$ cat src/rtl/exc_entry_pkg.sv
package exc_entry_pkg;
  localparam int ST_USER = 0;  // user-mode flag
  localparam int ST_MEN  = 1;  // interrupt enable flag cleared by NMI
  localparam int ST_PFX  = 2;  // prefix pending flag

  typedef enum logic [1:0] {
    CLS_BRK = 2'd0,
    CLS_NMI = 2'd1,
    CLS_IRQ = 2'd2
  } exc_cls_e;

  typedef enum logic [2:0] {
    S_IDLE  = 3'd0,
    S_SAVE  = 3'd1,
    S_SWAP  = 3'd2,
    S_FETCH = 3'd3,
    S_DONE  = 3'd4
  } entry_state_e;
endpackage

$ cat src/rtl/exc_req_arbiter.sv
module exc_req_arbiter
  import exc_entry_pkg::*;
#(
  parameter int VEC_W = 8
) (
  input  logic             brk_req,
  input  logic             nmi_req,
  input  logic             irq_req,
  input  logic             bus_fault_req,
  input  logic             irq_locked,
  input  logic             prefix_set,
  input  logic [VEC_W-1:0] trap_vec,
  input  logic [VEC_W-1:0] irq_vec,
  output logic             accept,
  output logic             reject,
  output exc_cls_e         cls,
  output logic [VEC_W-1:0] vec
);
  logic irq_ok;
  logic any_req;

  always_comb begin
    irq_ok  = irq_req && !irq_locked;
    any_req = nmi_req || irq_ok || brk_req;
    cls     = CLS_BRK;
    vec     = trap_vec;
    if (nmi_req) begin
      cls = CLS_NMI;
      vec = '0;
    end else if (irq_ok) begin
      cls = CLS_IRQ;
      vec = irq_vec;
    end
    reject = bus_fault_req || (any_req && prefix_set);
    accept = any_req && !reject;
  end
endmodule

$ cat src/rtl/exc_entry_fsm.sv
module exc_entry_fsm
  import exc_entry_pkg::*;
(
  input  logic clk,
  input  logic rst_n,
  input  logic start,
  input  logic rd_valid,
  output logic idle_ev,
  output logic latch_ev,
  output logic save_ev,
  output logic swap_ev,
  output logic fetch_ev,
  output logic commit_ev,
  output logic done_ev
);
  entry_state_e state, state_nx;

  always_comb begin
    state_nx = state;
    unique case (state)
      S_IDLE:  if (start) state_nx = S_SAVE;
      S_SAVE:  state_nx = S_SWAP;
      S_SWAP:  state_nx = S_FETCH;
      S_FETCH: if (rd_valid) state_nx = S_DONE;
      S_DONE:  state_nx = S_IDLE;
      default: state_nx = S_IDLE;
    endcase
  end

  always_ff @(posedge clk) begin
    if (!rst_n) state <= S_IDLE;
    else        state <= state_nx;
  end

  assign idle_ev   = (state == S_IDLE);
  assign latch_ev  = idle_ev && start;
  assign save_ev   = (state == S_SAVE);
  assign swap_ev   = (state == S_SWAP);
  assign fetch_ev  = (state == S_FETCH);
  assign commit_ev = fetch_ev && rd_valid;
  assign done_ev   = (state == S_DONE);

  a_r7_done_single: assert property (@(posedge clk) disable iff (!rst_n)
    done_ev |=> !done_ev);
  a_r6_fetch_hold: assert property (@(posedge clk) disable iff (!rst_n)
    fetch_ev && !rd_valid |=> fetch_ev);
  a_r7_done_after_commit: assert property (@(posedge clk) disable iff (!rst_n)
    done_ev |-> $past(commit_ev));
endmodule

$ cat src/rtl/exc_ctx_stage.sv
module exc_ctx_stage
  import exc_entry_pkg::*;
#(
  parameter int XLEN   = 32,
  parameter int STAT_W = 16
) (
  input  logic              clk,
  input  logic              rst_n,
  input  logic              save_en,
  input  logic              swap_en,
  input  exc_cls_e          cls,
  input  logic [XLEN-1:0]   pc,
  input  logic [STAT_W-1:0] status,
  input  logic [XLEN-1:0]   sp,
  input  logic [XLEN-1:0]   ksp,
  output logic [XLEN-1:0]   ret_addr,
  output logic              erp_wr,
  output logic              nrp_wr,
  output logic [STAT_W-1:0] status_new,
  output logic [XLEN-1:0]   sp_new,
  output logic [XLEN-1:0]   usp_new,
  output logic              usp_wr
);
  function automatic logic [STAT_W-1:0] drop_enable(input logic [STAT_W-1:0] st);
    logic [STAT_W-1:0] r;
    r         = st;
    r[ST_MEN] = 1'b0;
    return r;
  endfunction

  always_ff @(posedge clk) begin
    if (!rst_n) begin
      ret_addr   <= '0;
      erp_wr     <= 1'b0;
      nrp_wr     <= 1'b0;
      status_new <= '0;
      sp_new     <= '0;
      usp_new    <= '0;
      usp_wr     <= 1'b0;
    end else begin
      if (save_en) begin
        ret_addr   <= pc;
        erp_wr     <= (cls != CLS_NMI);
        nrp_wr     <= (cls == CLS_NMI);
        status_new <= (cls == CLS_NMI) ? drop_enable(status) : status;
      end
      if (swap_en) begin
        usp_wr  <= status[ST_USER];
        usp_new <= sp;
        sp_new  <= status[ST_USER] ? ksp : sp;
      end
    end
  end

  a_r3_ret_exclusive: assert property (@(posedge clk) disable iff (!rst_n)
    swap_en |-> !(erp_wr && nrp_wr));
endmodule

$ cat src/rtl/exc_entry_seq.sv
module exc_entry_seq
  import exc_entry_pkg::*;
#(
  parameter int XLEN   = 32,
  parameter int VEC_W  = 8,
  parameter int STAT_W = 16
) (
  input  logic              clk,
  input  logic              rst_n,
  input  logic              brk_req,
  input  logic              nmi_req,
  input  logic              irq_req,
  input  logic              bus_fault_req,
  input  logic [VEC_W-1:0]  trap_vec,
  input  logic [VEC_W-1:0]  irq_vec,
  input  logic [XLEN-1:0]   cur_pc,
  input  logic [STAT_W-1:0] cur_status,
  input  logic [XLEN-1:0]   cur_sp,
  input  logic [XLEN-1:0]   kern_sp,
  input  logic [XLEN-1:0]   vec_base,
  input  logic              lock_release,
  output logic              mem_rd_req,
  output logic [XLEN-1:0]   mem_rd_addr,
  input  logic              mem_rd_valid,
  input  logic [XLEN-1:0]   mem_rd_data,
  output logic              entry_done,
  output logic              entry_err,
  output logic              irq_lock,
  output logic [XLEN-1:0]   pc_out,
  output logic [STAT_W-1:0] status_out,
  output logic [XLEN-1:0]   sp_out,
  output logic [XLEN-1:0]   usp_out,
  output logic [XLEN-1:0]   erp_out,
  output logic [XLEN-1:0]   nrp_out
);
  localparam int SLOT_SHIFT = 2;

  function automatic logic [XLEN-1:0] slot_addr(input logic [XLEN-1:0] base,
                                                 input logic [VEC_W-1:0] v);
    logic [XLEN-1:0] off;
    off = '0;
    off[VEC_W+SLOT_SHIFT-1:0] = {v, {SLOT_SHIFT{1'b0}}};
    return base + off;
  endfunction

  logic             arb_accept, arb_reject;
  exc_cls_e         arb_cls;
  logic [VEC_W-1:0] arb_vec;
  logic idle_ev, latch_ev, save_ev, swap_ev, fetch_ev, commit_ev, done_ev;

  exc_cls_e          cls_q;
  logic [VEC_W-1:0]  vec_q;
  logic [XLEN-1:0]   pc_q, sp_q, ksp_q, base_q;
  logic [STAT_W-1:0] st_q;
  logic              err_q;

  logic [XLEN-1:0]   ret_addr, sp_new, usp_new;
  logic [STAT_W-1:0] status_new;
  logic              erp_wr, nrp_wr, usp_wr;

  exc_req_arbiter #(.VEC_W(VEC_W)) u_arb (
    .brk_req(brk_req), .nmi_req(nmi_req), .irq_req(irq_req),
    .bus_fault_req(bus_fault_req), .irq_locked(irq_lock),
    .prefix_set(cur_status[ST_PFX]), .trap_vec(trap_vec), .irq_vec(irq_vec),
    .accept(arb_accept), .reject(arb_reject), .cls(arb_cls), .vec(arb_vec)
  );

  exc_entry_fsm u_fsm (
    .clk(clk), .rst_n(rst_n), .start(arb_accept), .rd_valid(mem_rd_valid),
    .idle_ev(idle_ev), .latch_ev(latch_ev), .save_ev(save_ev),
    .swap_ev(swap_ev), .fetch_ev(fetch_ev), .commit_ev(commit_ev),
    .done_ev(done_ev)
  );

  exc_ctx_stage #(.XLEN(XLEN), .STAT_W(STAT_W)) u_ctx (
    .clk(clk), .rst_n(rst_n), .save_en(save_ev), .swap_en(swap_ev),
    .cls(cls_q), .pc(pc_q), .status(st_q), .sp(sp_q), .ksp(ksp_q),
    .ret_addr(ret_addr), .erp_wr(erp_wr), .nrp_wr(nrp_wr),
    .status_new(status_new), .sp_new(sp_new), .usp_new(usp_new),
    .usp_wr(usp_wr)
  );

  // request capture
  always_ff @(posedge clk) begin
    if (!rst_n) begin
      cls_q  <= CLS_BRK;
      vec_q  <= '0;
      pc_q   <= '0;
      st_q   <= '0;
      sp_q   <= '0;
      ksp_q  <= '0;
      base_q <= '0;
      err_q  <= 1'b0;
    end else begin
      err_q <= idle_ev && arb_reject;
      if (latch_ev) begin
        cls_q  <= arb_cls;
        vec_q  <= arb_vec;
        pc_q   <= cur_pc;
        st_q   <= cur_status;
        sp_q   <= cur_sp;
        ksp_q  <= kern_sp;
        base_q <= vec_base;
      end
    end
  end

  // atomic commit of the architectural context
  always_ff @(posedge clk) begin
    if (!rst_n) begin
      pc_out     <= '0;
      status_out <= '0;
      sp_out     <= '0;
      usp_out    <= '0;
      erp_out    <= '0;
      nrp_out    <= '0;
      irq_lock   <= 1'b0;
    end else if (commit_ev) begin
      pc_out     <= mem_rd_data;
      status_out <= status_new;
      sp_out     <= sp_new;
      if (usp_wr) usp_out <= usp_new;
      if (erp_wr) erp_out <= ret_addr;
      if (nrp_wr) nrp_out <= ret_addr;
      irq_lock   <= 1'b1;
    end else if (lock_release) begin
      irq_lock <= 1'b0;
    end
  end

  assign mem_rd_req  = fetch_ev;
  assign mem_rd_addr = slot_addr(base_q, vec_q);
  assign entry_done  = done_ev;
  assign entry_err   = err_q;

  a_r7_pc_moves_with_done: assert property (@(posedge clk) disable iff (!rst_n)
    !$stable(pc_out) |-> entry_done);
  a_r7_erp_moves_with_done: assert property (@(posedge clk) disable iff (!rst_n)
    !$stable(erp_out) |-> entry_done);
  a_r7_sp_moves_with_done: assert property (@(posedge clk) disable iff (!rst_n)
    !$stable(sp_out) |-> entry_done);
  a_r8_lock_on_done: assert property (@(posedge clk) disable iff (!rst_n)
    entry_done |-> irq_lock);
  a_r3_nmi_slot_zero: assert property (@(posedge clk) disable iff (!rst_n)
    mem_rd_req && cls_q == CLS_NMI |-> mem_rd_addr == base_q);
  a_r3_nmi_enable_cleared: assert property (@(posedge clk) disable iff (!rst_n)
    entry_done && cls_q == CLS_NMI |-> !status_out[ST_MEN]);
  a_r9_err_not_done: assert property (@(posedge clk) disable iff (!rst_n)
    entry_err |-> !entry_done);
  a_r6_addr_stable: assert property (@(posedge clk) disable iff (!rst_n)
    mem_rd_req && !mem_rd_valid |=> $stable(mem_rd_addr));
endmodule

$ cat config.mk
export PLATFORM = sky130hd
export DESIGN_NAME = exc_entry_seq
export DESIGN_NICKNAME = d
export VERILOG_FILES = /design/src/rtl/exc_entry_pkg.sv /design/src/rtl/exc_req_arbiter.sv /design/src/rtl/exc_entry_fsm.sv /design/src/rtl/exc_ctx_stage.sv /design/src/rtl/exc_entry_seq.sv
export SDC_FILE = /design/constraint.sdc
export NUM_CORES = 1
export LEC_CHECK = 0
export ABC_CLOCK_PERIOD_IN_PS = 2170
export BUFFER_PORTS_ARGS = -buffer_cell sky130_fd_sc_hd__buf_2
export CAP_MARGIN = 25
export CELL_PAD_IN_SITES_DETAIL_PLACEMENT = 0
export CELL_PAD_IN_SITES_GLOBAL_PLACEMENT = 1
export CORE_UTILIZATION = 36
export CTS_CLUSTER_SIZE = 20
export DETAILED_ROUTE_END_ITERATION = 6
export PLACE_DENSITY = 0.73
export SLEW_MARGIN = 20
export SYNTH_ARGS = -nofsm -noshare
export SYNTH_HDL_FRONTEND = slang
export SYNTH_SLANG_ARGS = --single-unit
$ cat constraint.sdc
create_clock -name clk -period 2.17 [get_ports clk]
set_input_delay 0.217 -clock clk [delete_from_list [all_inputs] [get_ports clk]]
set_output_delay 0.217 -clock clk [all_outputs]
set_load 0.1 [all_outputs]
==> results of run 1 <==
==> cell usage after synthesis (4+ instances only) <==
| cell type | n |
|---|---|
| nand2_1 | 845 |
| dfxtp_1 | 450 |
| a21boi_0 | 209 |
| a21boi_1 | 193 |
| clkbuf_1 | 72 |
| buf_2 | 49 |
| mux2i_1 | 40 |
| o211a_1 | 32 |
| buf_4 | 26 |
| xnor2_1 | 26 |
| a21oi_1 | 16 |
| nand3_1 | 14 |
| nor2b_1 | 13 |
| buf_6 | 11 |
| nor2_1 | 11 |
| nor3_1 | 11 |
| and3_1 | 9 |
| nand4_1 | 9 |
| ha_1 | 8 |
| and2_1 | 7 |
| a21o_1 | 4 |
==> worst register-to-register path: cells and delay by family (launching register included) <==
| kind | cells | cell delay [ns] |
|---|---|---|
| simple gates | 4 | 0.93 |
| flops | 1 | 0.41 |
| buf+inv | 1 | 0.37 |
| compound gates | 1 | 0.17 |
==> area by class of cell <==
| type | instances | area, um2 |
|---|---|---|
| Sequential cell | 450 | 9030 |
| Clock inverter | 12 | 145 |
| Clock buffer | 75 | 1510 |
| Timing Repair Buffer | 693 | 5350 |
| Fill cell | 4566 | 23200 |
| Inverter | 3 | 11.3 |
| Tap cell | 664 | 831 |
| Multi-Input combinational cell | 1476 | 8890 |
==> cell families (layout without fill, tap and decap cells) <==
family                   after synthesis  in the layout  share of synthesized area [%]
AND/OR/NAND/NOR                      935            935                           20.7
adder cells (fa/ha/maj)                9              9                          0.672
multiplexers                          40             40                           2.24
flip-flops                           450            450                           50.4
AO/OA/AOI/OAI                        464            464                           19.8
buffers and inverters                163            783                           4.77
XOR/XNOR                              28             28                           1.37
==> metrics by stage <==
stage,setup TNS [ns],hold WS [ns],utilization (%)
2_1_floorplan,-3.96,0.327,-
3_3_place_gp,-4.70,0.434,44.9
3_5_place_dp,-4.94,0.443,44.9
4_1_cts,-19.16,0.0450,52.3
5_1_grt,-21.30,0.0719,52.6
6_report,-17.84,0.0818,52.6
==> sequential cells by signal, indices dropped and copies added, names as in the netlist, 2 cells and up <==
register          flops
nrp_out              32
cls_q                 2
pc_out               32
sp_q                 32
u_ctx.ret_addr       32
st_q                 16
sp_out               32
u_ctx.status_new     16
base_q               32
u_fsm.state           3
usp_out              32
ksp_q                32
pc_q                 32
status_out           16
u_ctx.usp_new        32
erp_out              32
vec_q                 8
u_ctx.sp_new         32
==> cell usage in the layout, fill, tap and decap left out, types with 4 or more instances in the layout <==
cell           Yosys  layout
nand2_1          845     839
dfxtp_1          450     429
buf_2             49     381
a21boi_0         209     209
a21boi_1         193     193
dlygate4sd3_1      0     178
buf_4             26      74
clkbuf_16          0      51
buf_12             0      47
mux2i_1           40      40
o211a_1           32      32
xnor2_4            0      25
dfxtp_2            0      21
a21oi_1           16      14
clkbuf_8           0      14
nor2b_1           13      11
buf_6             11      11
nor3_1            11      10
clkbuf_1          72      10
nor2_1            11       9
nand4_1            9       9
and3_1             9       8
nand3_4            0       8
ha_4               0       7
and2_1             7       6
clkinv_2           0       6
nand3_1           14       5
nand2_2            1       4
==> worst min-delay path by stage <==
stage                                  end               from  cells after the start  slack (ns)
final                            entry_err      bus_fault_req                      3        0.08
after global routing      u_ctx.sp_new[25]              rst_n                      2        0.07
after CTS                 u_ctx.sp_new[23]              rst_n                      2        0.05
after detailed placement        pc_out[29]         pc_out[29]                      2        0.44
after global placement         usp_out[18]  u_ctx.usp_new[18]                      2        0.43
after floorplan             u_fsm.state[1]       mem_rd_valid                      1        0.33
==> metal layers <==
metal  vias to the layer above  GRT usage [%]  part of all wire [%]
met2                       330           35.3                    48
met1                      7595           26.9                    45
met3                        77           3.87                   4.7
met4                         2           6.85                   2.4
li1                       7993              -                     -
met5                         -              0                 0.019
==> timing repair <==
action / CTS / global route
pin swaps: 15 / 21
endpoints found under the setup margin: 29 / 29
resized for setup: 26 / 20
hold endpoints to repair: 179 / 0
buffers inserted: 5 / 9
hold buffers: 178 / 0
==> power groups by stage <==
stage          clock [uW]  combinational (uW)  sequential, uW
2_1_floorplan           0                1170            8890
3_3_place_gp            0                1950            8840
3_5_place_dp            0                1980            8840
4_1_cts              8800                2260            8660
5_1_grt              9120                2420            8690
6_report             8530                2250            8670
==> flow_summary.yaml, run 1 <==
setup_path:
  crit_buf_inv: 2
  cp.required_ns: 1.95
  start_kind: "flip-flop"
  endpoint_kind: "primary output"
  worst-path-stages: 9
  reg2regPathDepth: 6
  path_class: "reg2out"
  r2r-end: "erp_out[0]"
  cp_slowest_cell: "dfxtp_2"
  rr_startpoint: "u_fsm.state[2]"
  path_cells: "ha_4 -> fa_2 -> a21o_1 -> a221oi_4 -> o21ai_4 -> buf_6 -> nand4_1 -> xnor2_4 -> buf_12"
  crit_path_end: "mem_rd_addr[22]"
  max_stage_delay_ns: 0.33
  r2r_slack_ns: 0.22
  crit_fanout: 8
  cp.arrival_ns: 2.73
  critPathLaunch: "vec_q[0]"
  critPathTopFamily: "compound AO/OA/AOI/OAI gates"
global_route:
  overflow: 0
  grt_pass1_vias: 15600
  grt_usage_pct: 20.9
  grt_max_degree: 103
  antenna_found_initial: 1
  grt_pass1_wl_um: 84500
status:
  violations: "setup timing"
  outcome: "finished, violations left"
drt:
  vias_per_cell: 4.74
  via_count: 16000
  detail_route.wl_per_cell_um: 15.9
  drt_iter0_markers: 902
  drt_wl_total_um: 53800
  drc: 0
  ant_nets: 0
  dr.pass1.iters: 5
logic_synthesis:
  synth_top_area_share_pct: 50.4
  synthCells: 2089
  synth_edf_count: 0
  ys_seq_area_share_pct: 50.4
  synth_largest_area_cell: "dfxtp_1"
  ys_ff_latch: 450
  ys_types: 44
  synthArstFlopShare_pct: 0
  synthFlopType: "dfxtp_1"
  synthesis.area_mm2: 0.0179
  synth_area_leaders: "dfxtp_1 50%, nand2_1 18%, a21boi_0 8.8%"
  syn_nets: 2298
  avgSynthCellArea_um2: 8.56
  synth_warnings: 0
timing:
  min_period_ns: 2.95
  slew_headroom_pct: 62.3
  min_period_over_period_pct: 136
  setup_viol: 27
  fmax_mhz: 339
  rsz0062_at_grt: "yes"
  finClkSkew_ns: 0.0145
  setup_ws_ns: -0.781
  hold_violations: 0
  tightest_slew_ns: 0.569
  final_max_slew_viol_count: 0
placement:
  place_area_mm2: 0.0220
  placed_cells: 3096
  pre_cts_slack_ns: -0.442
  dpl.hpwl_um: 34600
  routabilityCongestion: 0.809
  io_buffer_count: 411
cts:
  cts.path.max_buffers: 3
  cts_max_level: 2
  clock-sinks: 450
  numCtsBuffers: 49
  cts_root_buf: "clkbuf_16"
  cts_tree: "built"
  clock_latency_ns: 0.58
  clkSlewWorstSetupHoldPaths_ns: 0.06
pwr:
  power_density_mw_per_mm2: 755
  pwr-share-clk_pct: 43.9
  switching_share_pct: 24.8
  power_leakage_uw: 0.0106
  p_int_uw: 14600
  ir_drop_mv: 0.548
  p_total_uw: 19400
  p_seq_share_pct: 44.6
  p_sw_uw: 4810
  p_comb_share_pct: 11.6
flow_run:
  max_cap_viol_count: 0
layout:
  fin_area_mm2: 0.0258
  final_cells: 3373
  drive_gt1_share_pct: 25.3
  fin_nets: 2882
  syn2layout_area_growth_pct: 44.2
  antenna_cells: 0
hold_path:
  hold_class: "in2reg"
die:
  floorplan.initialDensity_pct: 36.5
  fp.dieArea_mm2: 0.0505
  rows: 81
  die_width_um: 225
  ioPinCount: 412
  fp.dieH_um: 225
  core_mm2: 0.0490
No activity file was read; power rests on OpenSTA's default activity.
==> run 2, diff against run 1 <==
--- a/config.mk
+++ b/config.mk
@@ -6,15 +6,16 @@
 export NUM_CORES = 1
 export LEC_CHECK = 0
 export ABC_CLOCK_PERIOD_IN_PS = 2170
-export BUFFER_PORTS_ARGS = -buffer_cell sky130_fd_sc_hd__buf_2
 export CAP_MARGIN = 25
 export CELL_PAD_IN_SITES_DETAIL_PLACEMENT = 0
 export CELL_PAD_IN_SITES_GLOBAL_PLACEMENT = 1
-export CORE_UTILIZATION = 36
+export CORE_UTILIZATION = 44
 export CTS_CLUSTER_SIZE = 20
 export DETAILED_ROUTE_END_ITERATION = 6
+export DONT_BUFFER_PORTS = 1
 export PLACE_DENSITY = 0.73
 export SLEW_MARGIN = 20
 export SYNTH_ARGS = -nofsm -noshare
 export SYNTH_HDL_FRONTEND = slang
+export SYNTH_HIERARCHICAL = 1
 export SYNTH_SLANG_ARGS = --single-unit
==> run 2 against run 1 <==
Compared with the run above: first-iteration DRC count decreased by 33%; the run ends with hold timing, setup timing left; largest cell class is now multi-input combinational cells; cell count is 19% lower; worst setup slack worse by 0.23 ns.
==> flow_summary.yaml, run 2 <==
status:
  outcome: "finished, violations left"
  violations: "hold timing, setup timing"
setup_path:
  start_kind: "flip-flop"
  worst-path-stages: 11
  cp.arrival_ns: 2.97
  endpoint_kind: "primary output"
  crit_fanout: 6
  path_class: "reg2out"
  critPathTopFamily: "compound AO/OA/AOI/OAI gates"
  cp_slowest_cell: "dfxtp_2"
  max_stage_delay_ns: 0.35
  cp.required_ns: 1.95
  reg2regPathDepth: 4
  cp_common_cell: "buf_12"
  path_cells: "ha_4 -> inv_2 -> fa_2 -> and2b_1 -> o211ai_1 -> a31o_4 -> buf_12 -> buf_8 -> a21boi_4 -> xor2_4 -> buf_12"
  crit_buf_inv: 4
timing:
  tightest_slew_ns: 1.12
  setup_viol: 28
  min_period_ns: 3.18
  setup_ws_ns: -1.01
  fmax_mhz: 314
  finClkSkew_ns: 0.0127
  final_max_slew_viol_count: 0
  hold_slack_ns: -0.187
  slew_headroom_pct: 25.6
  hold_violations: 108
  min_period_over_period_pct: 147
  rsz0062_at_grt: "yes"
cts:
  cts.path.max_buffers: 3
  numCtsBuffers: 49
  clkSlewWorstSetupHoldPaths_ns: 0.06
  cts_tree: "built"
  cts_max_level: 2
  clock_latency_ns: 0.58
  clock-sinks: 450
  cts_root_buf: "clkbuf_16"
die:
  ioPinCount: 412
  floorplan.initialDensity_pct: 44.6
  core_mm2: 0.0408
  rows: 74
  die_width_um: 206
  fp.dieH_um: 206
  fp.dieArea_mm2: 0.0422
layout:
  fin_nets: 2384
  multiInputGateArea_mm2: 0.00937
  fillers: 3320
  drive_gt1_share_pct: 22.0
  regArea_mm2: 0.00903
  syn2layout_area_growth_pct: 39.5
  final_cells: 2743
  layout_commonest_cell: "dfxtp_1"
  fin_area_mm2: 0.0254
  final_cell_mix: "434 x dfxtp_1, 347 x mux2i_1, 318 x nor2b_1"
placement:
  placed_cells: 2463
  place_area_mm2: 0.0216
  dpl.hpwl_um: 30100
  routabilityCongestion: 0.822
  io_buffer_count: 0
drt:
  drt_wl_total_um: 46800
  via_count: 13200
  vias_per_cell: 4.83
  drt_iter0_markers: 600
  drc: 0
  dr.pass1.iters: 4
  ant_nets: 0
  detail_route.wl_per_cell_um: 17.1
logic_synthesis:
  syn_nets: 1985
  synthCells: 1776
  ys_seq_area_share_pct: 49.4
  synthFlopType: "dfxtp_1"
  synth_most_common_cell: "dfxtp_1"
  yosys.area_share.simple_pct: 17.4
  synth_area_leaders: "dfxtp_1 49%, mux2i_1 19%, nor2b_1 11%"
  synth_edf_count: 0
  synthesis.area_mm2: 0.0182
  muxShareOfSynthArea_pct: 19.1
  synthTopCellsByCount: "450 x dfxtp_1, 347 x mux2i_1, 318 x nor2b_1, 223 x nand2_1, 99 x a21boi_0"
  synth_compound_area_share_pct: 7.79
  synth-xor-area-share_pct: 1.30
  synth_warnings: 6
  synth-adder-area-share_pct: 0.659
  avgSynthCellArea_um2: 10.3
  synth_top_family_by_area: "multiplexers"
  synth_top_area_share_pct: 49.4
  synth_largest_area_cell: "dfxtp_1"
  synthArstFlopShare_pct: 0
  ys_ff_latch: 450
  ys_types: 51
hold_path:
  hold_class: "in2reg"
  min_path_cells: 2
pwr:
  power_leakage_uw: 0.00911
  power_density_mw_per_mm2: 754
  p_total_uw: 19200
  ir_drop_mv: 0.675
global_route:
  grt_pass1_wl_um: 70900
  grt_max_degree: 450
  grt_pass1_vias: 12900
  grt_usage_pct: 21.3
  antenna_found_initial: 1
  overflow: 0
flow_run:
  max_cap_viol_count: 0
[run 2: cell types whose count changed after synthesis, moves of 34 or more]
cell	previous run	this run
nand2_1	845	223
mux2i_1	40	347
nor2b_1	13	318
a21boi_1	193	0
a21boi_0	209	99
a21oi_1	16	50
[run 2: where the power goes]
group / total (uW) / switching (uW) / internal [uW]
Combinational: 2090 / 1050 / 1040
Clock: 8410 / 3350 / 5060
Sequential: 8680 / 163 / 8520
Total: 19200 / 4560 / 14600
[run 2: per-layer routing]
metal,part of all wire [%],vias up,GRT usage (%)
li1,-,6691,-
met1,43,6162,25.9
met2,48,313,36.0
met3,6.6,73,6.46
met4,2.5,0,6.72
met5,0,-,0
[run 2: final cells by class]
class / instances / area share, %
Clock inverter: 9 / 0.438
Clock buffer: 76 / 6.02
Tap cell: 532 / 2.62
Timing Repair Buffer: 478 / 18.3
Sequential cell: 450 / 35.5
Multi-Input combinational cell: 1182 / 36.9
Antenna cell: 2 / 0.0197
Inverter: 14 / 0.207
[run 2: logic make-up (layout without fill, tap and decap cells)]
kind of cell	Yosys count	count (layout)
buffers and inverters	144	577
adders and majority gates	9	9
and+or+nand+nor	590	590
muxes	347	347
AOI/OAI and AO/OA	209	209
DFF	450	450
other	0	2
xor gates and xnor gates	27	27
[run 2: final timing paths]
check,startpoint,end,slack [ns]
worst min-delay path,kern_sp[10],ksp_q[10],-0.19
worst min register to register,u_ctx/usp_new[7],usp_out[7],0.46
worst max register to register,u_fsm/state[0],irq_lock,0.10
worst max-delay path,base_q[2],mem_rd_addr[14],-1.01
[run 2: worst register-to-register path: cells and delay by family, from the launching register on]
kind	cells	cell delay, ns
flops	1	0.52
compound gates	1	0.16
simple gates	1	0.45
buf+inv	2	0.87
[run 2: repair_timing]
item,CTS,global route
endpoints found under the hold margin,450,442
pin swaps,22,19
gates resized for setup,43,6
hold buffers,120,52
buffers inserted,9,11
endpoints found under the setup margin,28,72
gates cloned,1,0
[run 2: stage by stage]
step | worst slack, ns | util (%) | setup TNS (ns)
final | -1.01 | 62.3 | -19.32
after global routing | -1.11 | 62.3 | -21.76
after CTS | -1.05 | 60.6 | -20.64
after detailed placement | -0.427 | 53.0 | -5.37
after global placement | -0.384 | 53.0 | -4.70
after floorplan | -0.494 | - | -7.27
==> run 3, diff against run 2 <==
--- a/config.mk
+++ b/config.mk
@@ -9,13 +9,12 @@
 export CAP_MARGIN = 25
 export CELL_PAD_IN_SITES_DETAIL_PLACEMENT = 0
 export CELL_PAD_IN_SITES_GLOBAL_PLACEMENT = 1
-export CORE_UTILIZATION = 44
+export CORE_UTILIZATION = 42
 export CTS_CLUSTER_SIZE = 20
 export DETAILED_ROUTE_END_ITERATION = 6
 export DONT_BUFFER_PORTS = 1
-export PLACE_DENSITY = 0.73
+export PLACE_DENSITY = 0.72
 export SLEW_MARGIN = 20
 export SYNTH_ARGS = -nofsm -noshare
 export SYNTH_HDL_FRONTEND = slang
-export SYNTH_HIERARCHICAL = 1
 export SYNTH_SLANG_ARGS = --single-unit
==> constraint.sdc (replaced) <==
create_clock -name clk -period 2.17 [get_ports clk]
set_input_delay 0.434 -clock clk [delete_from_list [all_inputs] [get_ports clk]]
set_output_delay 0.434 -clock clk [all_outputs]
set_load 0.1 [all_outputs]
==> run 3 against run 2 <==
Compared with the run above: the run ends with setup timing left; critical path depth shrank 2; hold slack improved by 0.21 ns; non-clock buffer count shrank 16; combinational power fell by 6%; clock skew increased by 0.0033 ns.
==> flow_summary.yaml, run 3 (same netlist as run 1, synthesis figures left out) <==
die:
  ioPinCount: 412
  fp.dieH_um: 208
  die_width_um: 208
  core_mm2: 0.0419
  rows: 75
  fp.dieArea_mm2: 0.0434
  floorplan.initialDensity_pct: 42.6
global_route:
  antenna_found_initial: 3
  grt_pass1_wl_um: 80300
  grt_max_degree: 385
  grt_usage_pct: 23.2
  overflow: 0
  grt_pass1_vias: 14700
cts:
  numCtsBuffers: 48
  cts.path.max_buffers: 3
  clkSlewWorstSetupHoldPaths_ns: 0.06
  clock-sinks: 450
  cts_max_level: 2
  cts_tree: "built"
  clock_latency_ns: 0.59
  cts_root_buf: "clkbuf_16"
flow_run:
  max_cap_viol_count: 0
placement:
  pre_cts_slack_ns: -0.458
  placed_cells: 2771
  io_buffer_count: 0
  dpl.hpwl_um: 32400
  routabilityCongestion: 0.806
  place_area_mm2: 0.0214
timing:
  tightest_slew_ns: 1.25
  setup_ws_ns: -0.951
  final_max_slew_viol_count: 0
  setup_viol: 29
  finClkSkew_ns: 0.0160
  slew_headroom_pct: 16.5
  min_period_ns: 3.12
  rsz0062_at_grt: "yes"
  min_period_over_period_pct: 144
  fmax_mhz: 320
  hold_violations: 0
layout:
  final_cell_mix: "837 x nand2_1, 425 x dfxtp_1, 258 x buf_4"
  layout_commonest_cell: "nand2_1"
  syn2layout_area_growth_pct: 38.0
  final_cells: 3016
  fillers: 3703
  regArea_mm2: 0.00905
  postLayoutCoreUtil_pct: 58.8
  fin_nets: 2650
  fin_area_mm2: 0.0247
  multiInputGateArea_mm2: 0.00894
  drive_gt1_share_pct: 19.6
status:
  violations: "setup timing"
  outcome: "finished, violations left"
pwr:
  p_total_uw: 18600
  power_density_mw_per_mm2: 752
  p_sw_uw: 4520
  pwr-share-clk_pct: 42.8
  p_comb_share_pct: 10.5
  ir_drop_mv: 0.824
  p_seq_share_pct: 46.7
  power_leakage_uw: 0.00956
  switching_share_pct: 24.4
  p_int_uw: 14000
drt:
  ant_nets: 0
  drc: 0
  vias_per_cell: 5.03
  detail_route.wl_per_cell_um: 16.8
  via_count: 15200
  drt_wl_total_um: 50800
  dr.pass1.iters: 5
  drt_iter0_markers: 729
setup_path:
  start_kind: "flip-flop"
  cp.arrival_ns: 2.69
  cp_slowest_cell: "fa_2"
  path_class: "reg2out"
  path_cells: "ha_4 -> fa_2 -> a21o_1 -> a221oi_4 -> o21ai_4 -> buf_6 -> nand3_4 -> xnor2_4 -> buf_12"
  crit_fanout: 8
  critPathTopFamily: "compound AO/OA/AOI/OAI gates"
  cp.required_ns: 1.74
  endpoint_kind: "primary output"
  max_stage_delay_ns: 0.35
  crit_buf_inv: 2
hold_path:
  hold_class: "in2reg"
[run 3: changes by cell type in the layout (fill, tap and decap cells not counted), moves of 32 or more]
cell	delta
o211a_1	+32
nor2b_1	-306
mux2i_1	-307
a21boi_0	+113
nand2_1	+617
a21boi_1	+193
[run 3: repair_timing]
action	in CTS	in global routing
cloned	0	0
pin swaps	23	20
hold buffers	151	0
hold endpoints to repair	173	0
endpoints found under the setup margin	29	30
setup buffers	5	5
gates resized for setup	31	8
[run 3: layout make-up]
type                            count  area share (%)
Clock buffer                       72            5.81
Timing Repair Buffer              462            18.1
Inverter                            3          0.0456
Multi-Input combinational cell   1476            36.2
Clock inverter                     11           0.385
Sequential cell                   450            36.7
Antenna cell                        3          0.0304
Tap cell                          539            2.73
[run 3: power groups by stage]
stage               Clock (uW)  Sequential, uW  Combinational, uW
detailed placement           0            8840               1670
CTS                       8190            8660               1960
global placement             0            8830               1650
global route              8510            8680               2080
floorplan                    0            8890               1180
finish                    7940            8660               1960
[run 3: metrics by stage]
stage	setup TNS, ns	hold slack [ns]
after global routing	-25.39	0.00183
after floorplan	-9.13	0.431
final	-22.59	0.0271
after CTS	-24.94	0.0000809
after global placement	-7.97	0.435
after detailed placement	-8.26	0.443
[run 3: per-layer routing]
layer | GRT usage (%) | vias up | routed length (um)
met5 | 0 | - | 8
met4 | 7.43 | 2 | 1240
met3 | 5.89 | 83 | 3190
met2 | 38.9 | 380 | 24500
met1 | 28.9 | 7167 | 21900
li1 | - | 7541 | -
[run 3: final timing paths]
path,from,to,slack [ns],cells after the start
setup reg to reg,irq_lock,base_q[15],0.20,8
hold reg to reg,u_ctx.usp_new[21],usp_out[21],0.45,2
setup / recovery,vec_q[0],mem_rd_addr[12],-0.95,9
hold / removal,kern_sp[20],ksp_q[20],0.03,2
[run 3: worst reg2reg max path, delay by kind of cell, from the launching register on]
kind | cells | cell delay, ns
compound gates | 2 | 0.31
flops | 1 | 0.31
simple gates | 3 | 0.67
buf+inv | 3 | 0.57
